===== src/rtl/gpio_debounce_pkg.sv =====
package gpio_debounce_pkg;

    typedef enum logic [1:0] {
        CELL_TRACK  = 2'd0,
        CELL_IDLE   = 2'd1,
        CELL_ARM    = 2'd2,
        CELL_COMMIT = 2'd3
    } cell_act_e;

    localparam int DEF_LINES = 32;
    localparam int DEF_PRE_W = 24;

endpackage


===== src/rtl/gpio_debounce_tick.sv =====
module gpio_debounce_tick
    import gpio_debounce_pkg::*;
#(
    parameter int PRE_W = DEF_PRE_W
) (
    input  logic             clk,
    input  logic             rst_n,
    input  logic [PRE_W-1:0] prescale_i,
    output logic             tick_o,
    output logic [PRE_W-1:0] cnt_o,
    output logic [PRE_W-1:0] div_o
);
    localparam logic [PRE_W-1:0] ONE = PRE_W'(1);

    typedef struct packed {
        logic [PRE_W-1:0] cnt;
        logic [PRE_W-1:0] div;
    } tick_st_t;

    tick_st_t st_d, st_q;
    logic     tick_d;

    always_comb begin
        st_d   = st_q;
        tick_d = 1'b0;
        if (prescale_i != st_q.div) begin
            st_d.div = prescale_i;
            st_d.cnt = '0;
        end else if (st_q.div <= ONE) begin
            tick_d   = 1'b1;
            st_d.cnt = '0;
        end else if (st_q.cnt == st_q.div - ONE) begin
            tick_d   = 1'b1;
            st_d.cnt = '0;
        end else begin
            st_d.cnt = st_q.cnt + ONE;
        end
    end

    always_ff @(posedge clk or negedge rst_n) begin
        if (!rst_n) begin
            st_q <= '0;
        end else begin
            st_q <= st_d;
        end
    end

    assign tick_o = tick_d;
    assign cnt_o  = st_q.cnt;
    assign div_o  = st_q.div;
endmodule


===== src/rtl/gpio_debounce_cell.sv =====
module gpio_debounce_cell
    import gpio_debounce_pkg::*;
(
    input  logic clk,
    input  logic rst_n,
    input  logic tick_i,
    input  logic act_i,
    input  logic in_i,
    output logic out_o,
    output logic filt_o,
    output logic pend_o
);
    typedef struct packed {
        logic filt;
        logic pend;
    } cell_st_t;

    cell_st_t  st_d, st_q;
    cell_act_e act_sel;

    always_comb begin
        if (!act_i) begin
            act_sel = CELL_TRACK;
        end else if (!tick_i || (in_i == st_q.filt)) begin
            act_sel = CELL_IDLE;
        end else if (st_q.pend) begin
            act_sel = CELL_COMMIT;
        end else begin
            act_sel = CELL_ARM;
        end
    end

    always_comb begin
        st_d = st_q;
        unique case (act_sel)
            CELL_TRACK: begin
                st_d.filt = in_i;
                st_d.pend = 1'b0;
            end
            CELL_IDLE: begin
                if (tick_i) begin
                    st_d.pend = 1'b0;
                end
            end
            CELL_ARM: begin
                st_d.pend = 1'b1;
            end
            CELL_COMMIT: begin
                st_d.filt = in_i;
                st_d.pend = 1'b0;
            end
            default: st_d = st_q;
        endcase
    end

    always_ff @(posedge clk or negedge rst_n) begin
        if (!rst_n) begin
            st_q <= '0;
        end else begin
            st_q <= st_d;
        end
    end

    assign out_o  = (act_i && rst_n) ? st_q.filt : in_i;
    assign filt_o = st_q.filt;
    assign pend_o = st_q.pend;
endmodule


===== src/rtl/gpio_debounce.sv =====
module gpio_debounce
    import gpio_debounce_pkg::*;
#(
    parameter int LINES = DEF_LINES,
    parameter int PRE_W = DEF_PRE_W
) (
    input  logic             clk,
    input  logic             rst_n,
    input  logic [PRE_W-1:0] prescale_i,
    input  logic [LINES-1:0] line_in_i,
    input  logic [LINES-1:0] deb_en_i,
    input  logic [LINES-1:0] irq_en_i,
    output logic [LINES-1:0] line_out_o
);
    logic             tick_w;
    logic [PRE_W-1:0] cnt_w;
    logic [PRE_W-1:0] div_w;
    logic [LINES-1:0] act_w;
    logic [LINES-1:0] filt_w;
    logic [LINES-1:0] pend_w;

    assign act_w = deb_en_i & irq_en_i;

    gpio_debounce_tick #(.PRE_W(PRE_W)) u_tick (
        .clk        (clk),
        .rst_n      (rst_n),
        .prescale_i (prescale_i),
        .tick_o     (tick_w),
        .cnt_o      (cnt_w),
        .div_o      (div_w)
    );

    for (genvar g = 0; g < LINES; g++) begin : g_line
        gpio_debounce_cell u_cell (
            .clk    (clk),
            .rst_n  (rst_n),
            .tick_i (tick_w),
            .act_i  (act_w[g]),
            .in_i   (line_in_i[g]),
            .out_o  (line_out_o[g]),
            .filt_o (filt_w[g]),
            .pend_o (pend_w[g])
        );
    end
endmodule


===== config.mk =====
export PLATFORM = sky130hd
export DESIGN_NAME = gpio_debounce
export DESIGN_NICKNAME = d
export VERILOG_FILES = /design/src/rtl/gpio_debounce_pkg.sv /design/src/rtl/gpio_debounce_tick.sv /design/src/rtl/gpio_debounce_cell.sv /design/src/rtl/gpio_debounce.sv
export SDC_FILE = /design/constraint.sdc
export NUM_CORES = 1
export LEC_CHECK = 0
export BUFFER_PORTS_ARGS = -buffer_cell sky130_fd_sc_hd__buf_2
export CAP_MARGIN = 20
export CORE_MARGIN = 2
export CORE_UTILIZATION = 35
export DETAILED_ROUTE_END_ITERATION = 10
export PLACE_DENSITY = 0.63
export SYNTH_ARGS = -nofsm -noshare
export SYNTH_HDL_FRONTEND = slang
export SYNTH_SLANG_ARGS = --single-unit

===== constraint.sdc =====
create_clock -name clk -period 9.4 [get_ports clk]
set_clock_uncertainty 0.05 [all_clocks]
set_input_delay 0.94 -clock clk [delete_from_list [all_inputs] [get_ports clk]]
set_output_delay 0.94 -clock clk [all_outputs]
set_load 0.1 [all_outputs]

# --- After elaboration in Yosys (flattened, before gate mapping) ---
# Cells that the tools add are included.
op_classes:
  add_sub_neg: 2
  magnitude_cmp: 1
  n_eq_ne: 162
  n_mux: 167
  n_bitwise: 1
  n_reduce_logical: 129
op_table:
  columns: ["op", "n"]
  rows:
  - ["== test 2 bit (second input constant)", 64]
  - ["two-way mux 2 bit", 64]
  - ["one-hot mux 1 bit (3 select lines)", 32]
  - ["two-way mux 24 bit", 3]
  - ["two-way mux 1 bit", 68]
  - ["== test 2 x 1 -> 1 bit (second input constant)", 32]
  - ["logical NOT 2 bit", 32]
  - ["inequality test 2 x 1 -> 1 bit (second input constant)", 32]
  - ["OR reduction 2 bit", 32]
  - ["bitwise AND 32 bit", 1]
  - ["== test 1 bit", 32]
  - ["logical AND 1 bit", 32]
  - ["logical OR 1 bit", 32]
  - ["adder 24 x 1 -> 24 bit (second input constant)", 1]
  - ["== test 24 bit", 1]
  - ["<= comparator 24 x 1 -> 1 bit (second input constant)", 1]
  - ["inequality test 24 bit", 1]
  - ["subtractor 24 x 1 -> 24 bit (second input constant)", 1]
  - ["logical NOT 1 bit", 1]
word_totals:
  ff_bits: 112
  out_inout_bits: 32
  wordCells: 528

# --- Longest topological paths before layout ---
logic_depth:
  word_depth: 12
  depth_mapped: 15
  mapped_depth_nobuf: 14

# --- Cells and area by module ---
# Synthesis repeated with hierarchy kept, for this count alone.
hier_totals:
  cells_unflattened: 771
  hier_area_um2: 7748.7
by_module_without_submodules:
  columns: ["mod", "instances", "cells_each", "area_each_um2"]
  rows:
  - ["gpio_debounce_cell", 32, 13, 142.6]
  - ["gpio_debounce_tick", 1, 323, 2984.1]
  - ["gpio_debounce", 1, 32, 200.2]

# --- Least setup slack after synthesis ---
# OpenSTA, ideal clock, no wires.
synth_timing:
  path_kind: "register to register"
  start: "register u_tick.st_q, in the netlist u_tick.div_o[0]"
  end: "register g_line[0].u_cell.st_q, in the netlist g_line[0].u_cell.filt_o"
  t_arrival_ps: 3435
  required_time_ps: 9225
  slack_ps: 5790
  stages_incl_launch_ff: 14
  period_less_slack_ps: 3610
  path_cell_list: "dfrtp_1 > inv_1 > ha_1 > or3b_1 > a2111oi_0 > nor3_1 > nor4_1 > nand4_1 > or3_4 > o21ai_4 > buf_2 > a21oi_1 > ha_1 > mux2_2"
synth_via:
  elab_chain_len: 11
  word_cells_on_any_way: 14
  cone_classes: "1 x add/sub; 1 x order compare; 3 x eq/ne; 5 x mux; 4 x reduce/logical"
synth_rtl:
  columns: ["item", "line", "rtl"]
  rows:
  - ["from (decl)", "gpio_debounce_tick.sv:20", "tick_st_t st_d, st_q;"]
  - ["from (signal assigned)", "gpio_debounce_tick.sv:44", "st_q <= st_d;"]
  - ["subtractor 24 x 1 -> 24 bit", "gpio_debounce_tick.sv:32", "end else if (st_q.cnt == st_q.div - ONE) begin"]
  - ["== test 24 bit", "gpio_debounce_tick.sv:32", null]
  - ["two-way mux 1 bit", "gpio_debounce_tick.sv:32", null]
  - ["two-way mux 1 bit", "gpio_debounce_tick.sv:29", "end else if (st_q.div <= ONE) begin"]
  - ["two-way mux 1 bit *", "gpio_debounce_tick.sv:26", "if (prescale_i != st_q.div) begin"]
  - ["logical NOT 1 bit *", "gpio_debounce_cell.sv:24", "end else if (!tick_i || (in_i == st_q.filt)) begin"]
  - ["logical OR 1 bit *", "gpio_debounce_cell.sv:24", null]
  - ["two-way mux 2 bit *", "gpio_debounce_cell.sv:24", null]
  - ["two-way mux 2 bit *", "gpio_debounce_cell.sv:22", "if (!act_i) begin"]
  - ["== test 2 bit / logical NOT 2 bit (equally long branches)", "gpio_debounce_cell.sv:35", "unique case (act_sel)"]
  - ["OR reduction 2 bit (no source line) *", null, null]
  - ["to (signal assigned)", "gpio_debounce_cell.sv:60", "st_q <= st_d;"]
  - ["to (decl)", "gpio_debounce_cell.sv:18", "cell_st_t st_d, st_q;"]
# Every way passes the cells marked *; elsewhere a longest branch is shown, timed or not.
# A chain may end at the register's enable or synchronous reset.

# --- Worst setup path in the final report ---
layout_timing:
  start: "register u_tick.st_q, in the netlist u_tick.div_o[0]"
  end: "register g_line[29].u_cell.st_q, in the netlist g_line[29].u_cell.filt_o"
layout_via:
  elab_chain_len: 11
  word_cells_on_any_way: 14
  cone_classes: "1 x add/sub; 1 x order compare; 3 x eq/ne; 5 x mux; 4 x reduce/logical"
layout_rtl:
  columns: ["item", "line"]
  rows:
  - ["subtractor 24 x 1 -> 24 bit", "gpio_debounce_tick.sv:32"]
  - ["== test 24 bit", "gpio_debounce_tick.sv:32"]
  - ["two-way mux 1 bit", "gpio_debounce_tick.sv:32"]
  - ["two-way mux 1 bit", "gpio_debounce_tick.sv:29"]
  - ["two-way mux 1 bit *", "gpio_debounce_tick.sv:26"]
  - ["logical NOT 1 bit *", "gpio_debounce_cell.sv:24"]
  - ["logical OR 1 bit *", "gpio_debounce_cell.sv:24"]
  - ["two-way mux 2 bit *", "gpio_debounce_cell.sv:24"]
  - ["two-way mux 2 bit *", "gpio_debounce_cell.sv:22"]
  - ["== test 2 bit / logical NOT 2 bit (equally long branches)", "gpio_debounce_cell.sv:35"]
  - ["OR reduction 2 bit (no source line) *", null]
  - ["to (signal assigned)", "gpio_debounce_cell.sv:60"]
  - ["to (decl)", "gpio_debounce_cell.sv:18"]
# Marked as above.

==> results.txt <==
CP max stage cell -> buf_4
WL per Instance -> 14.4 microns
Placed Cells -> 1363
Vert. Die Dim -> 161 microns
max-slew violation count -> 0
Num CTS Buffers -> 9
Final period util -> 47.5%
Yosys warnings -> 0
Min Clock Period, post-route -> 4.47 ns
port buffer count -> 153
switching power -> 388 uW
GRT overflow -> 0
first-pass GRT wire length -> 33000 microns
critical-path cell list -> inv_1 -> ha_1 -> nor3b_1 -> nand3_1 -> o21a_1 -> o31ai_1 -> nand4_1 -> or3_4 -> o21ai_4 -> buf_4 -> a21oi_1 -> ha_1 -> mux2_2
setup bufs post-CTS -> 0
WL final -> 19900 microns
share of cells above drive strength 1 -> 24.5%
Final GP Congestion -> 0.857
maximum vdd drop -> 95.3 uV
Clock transition at path regs -> 0.09 ns
delay-heaviest family, CP -> simple AND/OR/NAND/NOR gates
Max Cap Viol -> 0
cell area after synthesis -> 0.00861 sq mm
initial antenna violation count -> 1
DR vias -> 6937
Rows -> 57
LEAKAGE -> 4.16 nW
Final Hold Fails -> 0
H-Tree Depth -> 3
Worst Tran Pin Value -> 0.982 ns
Ports -> 154
TritonCTS Sinks -> 112
largest net degree at the start of global routing -> 65
Setup CP Type -> flip-flop to flip-flop
core area -> 0.0242 sq mm
crit start category -> flip-flop
FF-to-FF setup slack -> 4.93 ns
Bufs and invs on worst path -> 2
post-CTS resize count -> 0
number of synthesized register bits -> 112
CTS hold repair buffers -> 0
endpoints failing setup -> 0
Async SR Flop Fraction -> 100%
initial DRC count -> 382
Seq/Total Area, Yosys -> 32.5%
number of distinct library cells after synthesis -> 52
Clk Latency, worst-skew pair -> 0.36 ns
Hold WC Path Type -> input port to asynchronous set/reset pin
vias in the first global route -> 6702
maximum root-to-sink buffer count -> 2
clk root buf -> clkbuf_16
Gate Count Post-Synth -> 973
die width -> 161 microns
Clk pwr share -> 34.6%
detailed-route DRC error count -> 0
Final TNS setup -> 0 ns
run status -> completed
Int Pwr -> 811 uW
Detail Placement HPWL -> 14400 microns
Worst path max stage delay -> 0.58 ns
drt pass-1 iters -> 5
Critical Path AT -> 4.65 ns
fin cells -> 1380
Util after Layout -> 39.8%
Critical Path Most Common Cell -> ha_1
Mapped Nets -> 1162
M1 WL -> 9440 microns
post-DR vias/cell -> 5.03
worst path required time -> 9.58 ns
part of the power in combinational logic -> 21.9%
PD cells -> 124 mW/mm^2
Area after DPL -> 0.00933 sq mm
sequential power share -> 43.5%
Filler cells -> 2433
CP Capture Type -> flip-flop
uppermost layer routed -> met4
Die ar. -> 0.0259 sq mm
Nets -> 1239
Net Sw Frac -> 32.3%
met3 routed WL -> 805 microns
post-route design area -> 0.00965 sq mm
ANT nets after route -> 0
CP Max Fanout -> 64
RSZ-0062 raised after global routing -> false
FMAX -> 224 MHz
top_reg_cell synth -> dfrtp_1
metal2 WL -> 9300 microns
synthesis-to-finish area growth -> 12.0%
total track usage -> 15.7%
number of enable flip-flop cells after synthesis -> 0
syn avg cell area -> 8.85 sq um
Starting Density -> 35.5%
Rel. slew slack -> 34.3%
CTS tree -> done
[final timing paths]
kind                                    startpoint                  endpoint  cells past startpoint
setup / recovery                   u_tick.div_o[0]  g_line[29].u_cell.filt_o                     13
hold / removal                               rst_n           u_tick.div_o[6]                      1
setup reg to reg                   u_tick.div_o[0]  g_line[29].u_cell.filt_o                     13
hold reg to reg            g_line[1].u_cell.pend_o   g_line[1].u_cell.pend_o                      2
max in group asynchronous                    rst_n  g_line[24].u_cell.pend_o                      2
min in group clk           g_line[1].u_cell.pend_o   g_line[1].u_cell.pend_o                      2
[layer usage]
layer,vias up,track usage (%)
li1,3502,-
met1,3280,20.5
met2,133,26.7
met3,22,2.63
met4,0,4.59
met5,-,0
[synthesized netlist by cell type (all sizes together), types with 2 or more instances]
cell type    n  share of area, %
nand2      111               4.8
xnor2       65               6.6
or4          3              0.26
nand4       10              0.90
clkbuf      47               2.1
and3        11              0.80
or2          3              0.22
o21a         2              0.17
o31ai        2              0.17
buf         47               4.0
nor3b        3              0.26
o21ai       69               4.2
a31oi        2              0.15
a21o        32               2.8
dfrtp      112                33
or3         34               2.5
nor2        72               3.1
a21oi       35               2.1
nor4        22               2.4
ha          67               9.7
xor2        41               4.2
nor3        45               2.7
or3b         3              0.31
nand3       47               2.8
inv          9              0.39
mux2        64               8.4
nand3b       3              0.26
[layout by cell type, fill, tap and decap left out, drive strengths merged, types with 11 or more instances in the layout]
cell type,count
a21o,32
a21oi,35
and3,11
buf,160
clkbuf,11
dfrtp,112
ha,67
mux2,64
nand2,111
nand3,47
nor2,72
nor3,45
nor4,22
o21ai,69
or3,34
xnor2,65
xor2,41
[stage by stage]
stage / setup WS [ns] / power (mW) / hold WS (ns)
after global routing: 4.53 / 1.26 / 0.473
after CTS: 4.90 / 1.22 / 0.463
after detailed placement: 4.81 / 0.795 / 0.476
final: 4.93 / 1.20 / 0.450
after global placement: 4.84 / 0.792 / 0.471
after floorplan: 5.79 / 0.732 / 0.440
[power by group through the flow]
stage / Clock (mW) / Sequential, mW / Combinational, mW
finish: 0.415 / 0.522 / 0.263
global route: 0.452 / 0.525 / 0.287
CTS: 0.428 / 0.522 / 0.265
detailed placement: 0 / 0.531 / 0.264
global placement: 0 / 0.531 / 0.261
floorplan: 0 / 0.520 / 0.212
[flip-flops by register name, indices dropped and copies added, names as in the netlist]
signal / flops
u_tick.div_o: 24
u_tick.cnt_o: 24
g_line.u_cell.filt_o: 32
g_line.u_cell.pend_o: 32
[kinds of logic (layout without fill, tap and decap cells)]
logic type / after synthesis / count (layout) / synth area share, %
other: 0 / 1 / 0
AND/OR/NAND/NOR: 369 / 369 / 21.5
adder cells (fa/ha/maj): 67 / 67 / 9.73
buffers and inverters: 103 / 185 / 6.52
AO/OA/AOI/OAI: 152 / 152 / 10.6
flip-flops: 112 / 112 / 32.5
multiplexers: 64 / 64 / 8.37
XOR/XNOR: 106 / 106 / 10.8
[area by class of cell]
class                           count  area (sq um)  area share (%)
Clock inverter                      5          63.8           0.661
Clock buffer                       11           253            2.62
Sequential cell                   112          2800            29.0
Timing Repair Buffer              160           825            8.55
Tap cell                          324           405            4.20
Multi-Input combinational cell    758          5260            54.6
Antenna cell                        1          2.50          0.0259
Inverter                            9          33.8           0.350
Power figures use the tool's default switching activity.
